### config.mk
export PLATFORM = sky130hd
export DESIGN_NAME = regwin_top
export DESIGN_NICKNAME = d
export VERILOG_FILES = /design/src/rtl/regwin_pkg.sv /design/src/rtl/regwin_status.sv /design/src/rtl/regwin_xlate.sv /design/src/rtl/regwin_store.sv /design/src/rtl/regwin_top.sv
export SDC_FILE = /design/constraint.sdc
export NUM_CORES = 1
export LEC_CHECK = 0
export BUFFER_PORTS_ARGS = -buffer_cell sky130_fd_sc_hd__clkbuf_2
export CAP_MARGIN = 20
export CORE_MARGIN = 3
export CORE_UTILIZATION = 50
export CTS_CLUSTER_DIAMETER = 30
export CTS_CLUSTER_SIZE = 24
export DETAILED_ROUTE_END_ITERATION = 8
export PLACE_DENSITY = 0.81
export REMOVE_ABC_BUFFERS = 1
export SETUP_SLACK_MARGIN = 0.02
export SYNTH_ARGS = -nofsm -noshare
export SYNTH_HDL_FRONTEND = slang
export SYNTH_SLANG_ARGS = --single-unit
### constraint.sdc
create_clock -name clk -period 2.25 [get_ports clk]
set_input_delay 0.3375 -clock clk [delete_from_list [all_inputs] [get_ports clk]]
set_output_delay 0.3375 -clock clk [all_outputs]
set_load 0.1 [all_outputs]
### src/rtl/regwin_pkg.sv
package regwin_pkg;
  localparam int DATA_W    = 8;
  localparam int NUM_BANKS = 4;
  localparam int BANK_REGS = 8;
  localparam int BANK_W    = $clog2(NUM_BANKS);
  localparam int IDX_W     = $clog2(BANK_REGS);
  localparam int SEL_LSB   = 3;   // bank field sits at status[4:3]
  localparam int WIN_BYTES = NUM_BANKS * BANK_REGS;

  typedef logic [DATA_W-1:0] byte_t;
endpackage

### src/rtl/regwin_status.sv
module regwin_status
  import regwin_pkg::*;
(
  input  logic                clk,
  input  logic                rst_n,
  input  logic                wr_en,
  input  byte_t               wr_data,
  output byte_t               stat_q,
  output logic [BANK_W-1:0]   bank_sel
);
  byte_t stat_d;

  always_comb begin
    stat_d = stat_q;
    if (wr_en) stat_d = wr_data;
  end

  always_ff @(posedge clk or negedge rst_n) begin
    if (!rst_n) stat_q <= '0;
    else        stat_q <= stat_d;
  end

  assign bank_sel = stat_q[SEL_LSB +: BANK_W];
endmodule

### src/rtl/regwin_xlate.sv
module regwin_xlate
  import regwin_pkg::*;
#(
  parameter int ADDR_W = 6
) (
  input  logic [BANK_W-1:0] bank_sel,
  input  logic [IDX_W-1:0]  reg_idx,
  output logic [ADDR_W-1:0] phys_addr
);
  // bank * BANK_REGS + idx, as a concatenation since BANK_REGS is a power of two
  assign phys_addr = ADDR_W'({bank_sel, reg_idx});
endmodule

### src/rtl/regwin_store.sv
module regwin_store
  import regwin_pkg::*;
#(
  parameter int DEPTH  = 64,
  parameter int ADDR_W = $clog2(DEPTH)
) (
  input  logic              clk,
  input  logic              pa_we,     // priority port (direct)
  input  logic [ADDR_W-1:0] pa_addr,
  input  byte_t             pa_wdata,
  output byte_t             pa_rdata,
  input  logic              pb_we,     // secondary port (register number)
  input  logic [ADDR_W-1:0] pb_addr,
  input  byte_t             pb_wdata,
  output byte_t             pb_rdata
);
  byte_t             cells   [DEPTH];
  byte_t             cell_d  [DEPTH];
  logic [DEPTH-1:0]  cell_en;

  for (genvar g = 0; g < DEPTH; g++) begin : g_cell
    logic hit_a, hit_b;
    assign hit_a      = pa_we && (pa_addr == ADDR_W'(g));
    assign hit_b      = pb_we && (pb_addr == ADDR_W'(g));
    assign cell_en[g] = hit_a || hit_b;
    assign cell_d[g]  = hit_a ? pa_wdata : pb_wdata;
  end

  always_ff @(posedge clk) begin
    for (int i = 0; i < DEPTH; i++) begin
      if (cell_en[i]) cells[i] <= cell_d[i];
    end
  end

  assign pa_rdata = cells[pa_addr];
  assign pb_rdata = cells[pb_addr];
endmodule

### src/rtl/regwin_top.sv
module regwin_top
  import regwin_pkg::*;
#(
  parameter int DEPTH  = 64,
  parameter int ADDR_W = $clog2(DEPTH)
) (
  input  logic              clk,
  input  logic              rst_n,
  input  logic              rn_we,
  input  logic [2:0]        rn_idx,
  input  logic [7:0]        rn_wdata,
  output logic [7:0]        rn_rdata,
  input  logic              da_we,
  input  logic [ADDR_W-1:0] da_addr,
  input  logic [7:0]        da_wdata,
  output logic [7:0]        da_rdata,
  input  logic              st_we,
  input  logic [7:0]        st_wdata,
  output logic [7:0]        st_rdata
);
  logic [BANK_W-1:0] bank_sel;
  logic [ADDR_W-1:0] rn_phys;

  regwin_status u_status (
    .clk      (clk),
    .rst_n    (rst_n),
    .wr_en    (st_we),
    .wr_data  (st_wdata),
    .stat_q   (st_rdata),
    .bank_sel (bank_sel)
  );

  regwin_xlate #(.ADDR_W(ADDR_W)) u_xlate (
    .bank_sel  (bank_sel),
    .reg_idx   (rn_idx),
    .phys_addr (rn_phys)
  );

  regwin_store #(.DEPTH(DEPTH), .ADDR_W(ADDR_W)) u_store (
    .clk      (clk),
    .pa_we    (da_we),
    .pa_addr  (da_addr),
    .pa_wdata (da_wdata),
    .pa_rdata (da_rdata),
    .pb_we    (rn_we),
    .pb_addr  (rn_phys),
    .pb_wdata (rn_wdata),
    .pb_rdata (rn_rdata)
  );
endmodule

**Word-level counts from Yosys, hierarchy flattened**

Memories as Yosys holds them, arrays and structs flattened.
Cells that the tools add are included.

- Flip-flop bits (word level): 8
- RAM bits: 512
- Input bits: 38
- Output and inout bits: 24
- Logic and storage cells: 542
- Memories: 1

- Eq/ne operators: 94
- Mux-type cells: 285
- Reductions and logical operators: 161

Memories:

| name | depth | bits a word | rd ports | clocked after Yosys merged registers in | wr ports | RTL line | RTL |
|---|---|---|---|---|---|---|---|
| u_store.cells | 64 | 8 | 2 | 0 | 33 | regwin_store.sv:17 | `byte_t cells [DEPTH];` |

Operators by type and width:

| kind | number |
|---|---|
| $mux 8 | 95 |
| $reduce_or 8->1 | 31 |
| $eq 6x6->1 const B | 32 |
| $mux 6 | 31 |
| $mux 1 | 159 |
| $eq 6x5->1 const B | 16 |
| $logic_and 1x1->1 | 96 |
| $eq 5x5->1 const B | 16 |
| $eq 6x4->1 const B | 8 |
| $eq 5x4->1 const B | 8 |
| $logic_or 1x1->1 | 32 |
| $eq 6x3->1 const B | 4 |
| $eq 5x3->1 const B | 4 |
| $eq 6x2->1 const B | 2 |
| $logic_not 6->1 | 2 |
| $eq 5x2->1 const B | 2 |
| $eq 6x1->1 const B | 1 |
| $eq 5x1->1 const B | 1 |

**Depth between registers and ports, before layout**

Gate-level depths: netlist (run 1).

- Depth in word-level cells: 36
- Gate-level depth with buffers: 8
- Depth with buffers taken out: 4

**Cells and area by module**

Synthesis (run 1) repeated with hierarchy kept, for this count alone.

- Cells, all modules: 1936
- Area total of the unflattened synthesis: 30754.5 um^2

Modules (own cells, without submodules):

| module | instances | cells an instance | area an instance (um^2) | seq. area each (um^2) |
|---|---|---|---|---|
| regwin_store | 1 | 1910 | 30359.1 | 15374.7 |
| regwin_status | 1 | 19 | 346.6 | 200.2 |
| regwin_xlate | 1 | 7 | 48.8 | 0.0 |

**Worst setup path before layout (run 1)**

No wires, ideal clock.

- Kind: register to output
- From: register u_status.stat_q[3]
- To: output rn_rdata[3]
- Arrival: 4.045 ns
- Required time: 1.913 ns
- Path slack: -2.132 ns
- Stages on the path, launching flop included: 6
- Path buffers: 2
- Cell sequence: dfrtp_1 -> clkbuf_1 -> clkbuf_1 -> mux2i_1 -> mux2_2 -> o21ai_0

- Cells in the longest elaborated chain, start to end: 1

RTL lines:

| what | RTL line | RTL |
|---|---|---|
| start: declaration | regwin_status.sv:8 | `output byte_t stat_q,` |
| start signal: assignment | regwin_status.sv:20 | `else stat_q <= stat_d;` |
| $mem_v2 64x8 | -- |  |
| end: declaration | regwin_top.sv:12 | `output logic [7:0] rn_rdata,` |

No other way between the ends.

==> run metrics, run 1 <==
vias after detailed routing 16780; worst-path fanout max 2; transition time at the pin with the least slew margin 1.038 ns; Pre-Repair DR Iteration Count 6; run status finished with violations; DRC viols 0; wire per inst 32.22 microns; count of maximum capacitance violations 0; fraction of synthesized area in multiplexers 0.3054; min Tclk post-route about 3.1 ns; type of the setup path with the least slack reg -> out; H-Tree Depth 3; number of DRC markers after the initial detailed-route iteration between 2000 and 2500; number of antenna violations at the first check in global routing 2; count of standard-cell rows 82; fmax 0.3221 GHz; starting density of the core 0.5069; post-route ant nets 0; number of nets in the final layout between 1500 and 2000; Die Y-Extent about 230 microns; GPL Wtd Cong approximately 0.93; CTS max path bufs 3; Num CTS Buffers ~100; total grt overflow 0; sequential cell area fraction in the yosys report 0.6124; maximum vdd ir drop between 0.6 and 0.7 mV; largest family of logic cells by synthesized area multiplexers; CTS Root Cell sky130_fd_sc_hd__clkbuf_16; Synth warnings 0; count of final setup violators 16; Ports 62; Leak Pwr ~11 nW; number of global-route vias before repair between 15000 and 20000; xor and xnor area share after synthesis 0; placed insts ~2200; Detailed Place HPWL 48370 microns; number of standard cells in the final layout excluding fillers about 2500; core area ~50000 sq um; Final Max Slew Viols 0; post-synthesis share of cell area spent on and, or, nand and nor gates 0.02524; unique cell type count in the Yosys netlist 32; Synth Area in Compound Gates 0.03218; largest area contributor in the synthesized netlist sky130_fd_sc_hd__edfxtp_1; Adder-Cell Fraction of Synth Area 0; number of synthesized flops with an enable pin 512; pin count of the biggest net entering global routing 65; grt met3 use 0.09476; met1 usage in global routing 0.3836; synthesized netlist cell count between 1000 and 1500; mean instance size in the synthesized netlist 18.16 sq um; drt total wl about 79000 microns; worst-skew pair later-pin latency between 0.6 and 0.7 ns; GR peak layer met2; maximum clock skew at final layout 0.03555 ns; final worst-path setup slack -0.8550 ns; Post-synth ARST share 0.01538; Synth area leaders sky130_fd_sc_hd__edfxtp_1, sky130_fd_sc_hd__mux4_2, sky130_fd_sc_hd__mux2_2; vias per inst 6.830; Yosys top cell area share 0.6046; summed area of non-filler cells in the final layout around 33000 sq um; Setup crit end kind output pin; final hold vios 0; failing checks negative setup slack; proportion of layout cells with a drive suffix above 1 0.5853; clock tree from TritonCTS yes; Seq cells post-synth 520; Hold Crit Class in -> async; data required time of the worst path around 1.9 ns; normalized max-slew margin 0.3079; Period Utilization, post-route 1.380; Syn-to-layout area delta 28.78%; Critical Path Source Type register; Placement Cell Area 28550 sq um; worst hold margin 0.08113 ns; met2 demand-to-capacity share in global routing 0.4679; area enclosed by the die boundary about 54000 sq um; most used flip-flop cell after synthesis sky130_fd_sc_hd__edfxtp_1; Cell Area, Synth 25430 sq um; buffers added on ports between 60 and 70; x dimension of the die roughly 230 microns; power density cells 912.8 nW/um^2; clock sinks between 500 and 600; setup repair after global routing missed its margin yes; overall global routing resource usage 0.2983; clock-pin slew of the registers on the worst-case setup and hold paths 0.04 ns; wire length of the first global-routing pass between 100000 and 150000 microns; CP arrival 2.77 ns
-- cell type report --
type	instances	area, sq um
clock buffers	114	2683
multi-input cells	742	9622
flip-flops and latches	520	15580
diodes	3	7.507
fillers	3130	17420
repair buffers	325	3024
clock inverters	81	997.2
well taps	672	840.8
-- final timing paths --
path / startpoint / slack (ns) / to / depth (start not counted)
setup / recovery: u_store.cells[14][1] / -0.85 / da_rdata[1] / 6
hold / removal: rst_n / 0.08 / u_status.stat_q[4] / 2
setup reg to reg: u_status.stat_q[4] / 0.20 / u_store.cells[2][0] / 4
hold reg to reg: u_status.stat_q[2] / 0.51 / u_status.stat_q[2] / 1
max in group asynchronous: rst_n / 1.97 / u_status.stat_q[3] / 2
min in group clk: st_we / 0.12 / u_status.stat_q[4] / 2
-- what timing repair did --
action / 4_1_cts / 5_1_grt
pin swaps: 25 / 15
endpoints found under the hold margin: 20 / 0
hold buffers: 10 / 0
buffers inserted: 3 / 1
endpoints found under the setup margin: 16 / 17
gates resized for setup: 64 / 21
-- synth_stat cells (15+ instances only) --
library cell and instances:
sky130_fd_sc_hd__edfxtp_1 512, sky130_fd_sc_hd__mux4_2 204, sky130_fd_sc_hd__nand2_1 18, sky130_fd_sc_hd__buf_1 15, sky130_fd_sc_hd__o21ai_0 23, sky130_fd_sc_hd__clkbuf_1 89
sky130_fd_sc_hd__nand3_1 26, sky130_fd_sc_hd__a22oi_1 64, sky130_fd_sc_hd__a21oi_1 32, sky130_fd_sc_hd__mux2_2 269, sky130_fd_sc_hd__buf_2 19, sky130_fd_sc_hd__nor2_1 37
-- cell usage in the layout, fill, tap and decap left out, types with 7 or more instances in the layout --
master / count
sky130_fd_sc_hd__clkinvlp_4: 11
sky130_fd_sc_hd__bufinv_16: 16
sky130_fd_sc_hd__or4_4: 8
sky130_fd_sc_hd__nor2_1: 36
sky130_fd_sc_hd__clkinv_4: 8
sky130_fd_sc_hd__a21oi_1: 14
sky130_fd_sc_hd__clkinv_1: 13
sky130_fd_sc_hd__clkinv_2: 15
sky130_fd_sc_hd__dlygate4sd3_1: 10
sky130_fd_sc_hd__inv_6: 11
sky130_fd_sc_hd__mux2_2: 262
sky130_fd_sc_hd__nor2_2: 7
sky130_fd_sc_hd__mux4_2: 204
sky130_fd_sc_hd__edfxtp_1: 512
sky130_fd_sc_hd__nand2_1: 18
sky130_fd_sc_hd__a22oi_1: 26
sky130_fd_sc_hd__a22oi_2: 38
sky130_fd_sc_hd__buf_12: 51
sky130_fd_sc_hd__mux2_4: 7
sky130_fd_sc_hd__buf_4: 219
sky130_fd_sc_hd__o22ai_1: 10
sky130_fd_sc_hd__dfrtp_1: 7
sky130_fd_sc_hd__nand3_1: 26
sky130_fd_sc_hd__clkbuf_2: 39
sky130_fd_sc_hd__clkbuf_1: 8
sky130_fd_sc_hd__clkbuf_16: 106
sky130_fd_sc_hd__o21ai_0: 22
sky130_fd_sc_hd__a21oi_2: 12
sky130_fd_sc_hd__mux2i_1: 10
-- power by group --
group | internal, mW | switching, mW | leakage, nW
Clock | 10.5 | 5.46 | 1.77
Combinational | 1.26 | 1.80 | 4.68
Sequential | 10.8 | 0.0593 | 4.71
Total | 22.6 | 7.32 | 11.1
-- cell families after synthesis --
logic type / after synthesis
AOI/OAI and AO/OA: 129
buffers and inverters: 138
muxes: 487
and+or+nand+nor: 126
DFF: 520
-- per-layer routing --
metal  up-vias  wire (microns)
met2      1452           37570
met4         0            3724
met1      8567           27650
met5         -               0
met3       266           10210
li1       6497               -
-- registers in the layout, summed over array words and instances (netlist names) --
signal / cells
u_status.stat_q: 8
u_store.cells: 512
-- stage by stage --
stage          setup slack [ns]  setup TNS, ns  power (mW)    util
2_1_floorplan            -2.453        -430.80       12.40       -
3_3_place_gp            -0.8261         -19.26       13.78  0.5690
3_5_place_dp            -0.8253         -24.04       13.84  0.5690
4_1_cts                 -0.8511         -12.67       29.93  0.6506
5_1_grt                 -0.8970         -13.18       30.60  0.6526
6_report                -0.8550         -12.75       29.89  0.6528
-- worst max-delay path, cell delays in order (launching register included) --
cell                       delay [ns]
sky130_fd_sc_hd__edfxtp_1        0.42
sky130_fd_sc_hd__mux4_2          0.49
sky130_fd_sc_hd__a22oi_1         0.19
sky130_fd_sc_hd__buf_4           0.17
sky130_fd_sc_hd__a21oi_1         0.10
sky130_fd_sc_hd__or4_4           0.55
sky130_fd_sc_hd__buf_12          0.19
(Power assumes the default switching activity.)
==> run 2, diff against run 1 <==
- BUFFER_PORTS_ARGS: -buffer_cell sky130_fd_sc_hd__clkbuf_2 -> -buffer_cell sky130_fd_sc_hd__buf_2
- clock period: 2.25 -> 2.8 ns (I/O delays scaled with it)
==> run metrics, run 2 (same netlist as run 1, synthesis figures left out) <==
run status finished with violations; failing checks negative setup slack; master of the slowest instance on the critical path sky130_fd_sc_hd__or4_4; area enclosed by the die boundary between 50000 and 60000 sq um; commonest non-fill, non-tap cells in the layout sky130_fd_sc_hd__edfxtp_1, sky130_fd_sc_hd__mux2_2, sky130_fd_sc_hd__mux4_2; number of nets in the final layout ~1700; number of DRC markers after the initial detailed-route iteration 2697; data required time of the worst path around 2.4 ns; area taken by flip-flops and latches 15580 sq um; wire length of the first global-routing pass around 110000 microns; total grt overflow 0; total area of multi-input combinational cells 9597 sq um; power density cells just over 700 nW/um^2; fmax between 0.3 and 0.4 GHz; vias per inst 6.835; CTS Root Cell sky130_fd_sc_hd__clkbuf_16; buffers added on ports between 60 and 70; Syn-to-layout area delta 25.93%; highest routing layer actually used met4; DRC viols 0; clock tree from TritonCTS yes; number of antenna violations at the first check in global routing 2; wire per inst 32.58 microns; max reg flops between 500 and 600; core area 50170 sq um; wire length on met1 between 20000 and 30000 microns; CP arrival about 2.8 ns; Pre-Repair DR Iteration Count 7; pin count of the biggest net entering global routing between 50 and 60; final hold vios 0; H-Tree Depth 3; Num CTS Buffers 104; Leak Pwr 10.78 nW; GPL Wtd Cong 0.9679; Largest Register u_store.cells; vias after detailed routing roughly 16000; biggest regs u_store.cells: 512 flops, u_status.stat_q: 8 flops; Hold Crit Class in -> reg; Critical Path Source Type register; maximum clock skew at final layout 0.04070 ns; setup repair after global routing missed its margin yes; transition time at the pin with the least slew margin ~1.2 ns; CTS max path bufs 3; post-route ant nets 0; maximum vdd ir drop ~0.64 mV; Detailed Place HPWL between 40000 and 50000 microns; clock-pin slew of the registers on the worst-case setup and hold paths roughly 0.050 ns; clock sinks 520; drt total wl 78390 microns; Die Y-Extent between 200 and 250 microns; detailed route wirelength on metal3 between 10000 and 15000 microns; worst-path fanout max 2; cells along the critical path mux4_2, a22oi_2, a21oi_2, or4_4, buf_12; summed area of non-filler cells in the final layout roughly 32000 sq um; min Tclk post-route around 3.2 ns; count of final setup violators 16; number of global-route vias before repair 16770; count of standard-cell rows 82; worst-skew pair later-pin latency approximately 0.66 ns; type of the setup path with the least slack reg -> out; Period Utilization, post-route 1.143; commonest non-fill, non-tap cell in the layout sky130_fd_sc_hd__edfxtp_1; Setup crit end kind output pin; starting density of the core 0.5069; Final Max Slew Viols 0; Placement Cell Area 27850 sq um; overall global routing resource usage 0.2944; proportion of layout cells with a drive suffix above 1 0.5770; Detail Route met2 WL roughly 37000 microns; normalized max-slew margin 0.2015; x dimension of the die about 230 microns; maximum cell stage delay along the critical path 0.56 ns; Ports between 60 and 70; final worst-path setup slack -0.4002 ns; number of fillers in the final layout ~3200; end-of-flow core utilization 0.6383; count of maximum capacitance violations 0
-- run 2: where the power goes --
| part | leakage (nW) | switching [mW] | total, mW | internal [mW] |
|---|---|---|---|---|
| Combinational | 4.42 | 1.43 | 2.40 | 0.979 |
| Clock | 1.66 | 4.27 | 12.1 | 7.83 |
| Sequential | 4.71 | 0.0573 | 8.72 | 8.67 |
| Total | 10.8 | 5.75 | 23.2 | 17.5 |
-- run 2: cell type report --
type | instances | area share
Tap cell | 672 | 0.02626
Timing Repair Buffer | 278 | 0.07931
Sequential cell | 520 | 0.4864
Multi-Input combinational cell | 742 | 0.2997
Clock buffer | 113 | 0.08298
Clock inverter | 80 | 0.02532
Antenna cell | 1 | 0.00007814
-- run 2: path summary, 6_finish.rpt --
kind | from | end | slack, ns | cells after the start
worst max-delay path | u_store.cells[30][3] | da_rdata[3] | -0.40 | 5
worst min-delay path | st_wdata[3] | u_status.stat_q[3] | 0.03 | 2
worst max register to register | u_status.stat_q[4] | u_store.cells[28][0] | 0.15 | 3
worst min register to register | u_status.stat_q[2] | u_status.stat_q[2] | 0.51 | 1
max in group asynchronous | rst_n | u_status.stat_q[3] | 2.43 | 2
min in group asynchronous | rst_n | u_status.stat_q[6] | 0.19 | 2
-- run 2: critical path, delay by kind of cell, from the launching register on --
kind | cells | cell delay [ns]
multiplexers | 1 | 0.54
AO/OA/AOI/OAI | 2 | 0.43
flip-flops | 1 | 0.44
buffers and inverters | 1 | 0.19
AND/OR/NAND/NOR | 1 | 0.56
-- run 2: through the flow --
| step | instances | hold WS [ns] | power, mW | worst slack, ns | TNS (ns) |
|---|---|---|---|---|---|
| 2_1_floorplan | 1262 | 0.1244 | 9.966 | -1.985 | -143.68 |
| 3_3_place_gp | 2206 | 0.2647 | 10.89 | -0.5839 | -6.670 |
| 3_5_place_dp | 2206 | 0.2725 | 10.94 | -0.5684 | -6.749 |
| 4_1_cts | 2401 | 0.004049 | 23.19 | -0.3591 | -4.866 |
| 5_1_grt | 2405 | 0.02338 | 23.79 | -0.4100 | -5.498 |
| 6_report | 2406 | 0.03038 | 23.22 | -0.4002 | -5.081 |
-- run 2: timing repair --
action,in CTS,in global routing
pin swaps,34,12
hold buffers,1,0
gates resized for setup,139,9
buffers inserted,2,2
endpoints found under the hold margin,8,0
gates cloned,0,1
endpoints found under the setup margin,16,16
-- run 2: per-layer routing --
metal,vias to the layer above,global-route usage
met5,-,0
met4,0,0.1333
met3,280,0.08714
met2,1442,0.4607
met1,8338,0.3840
li1,6385,-
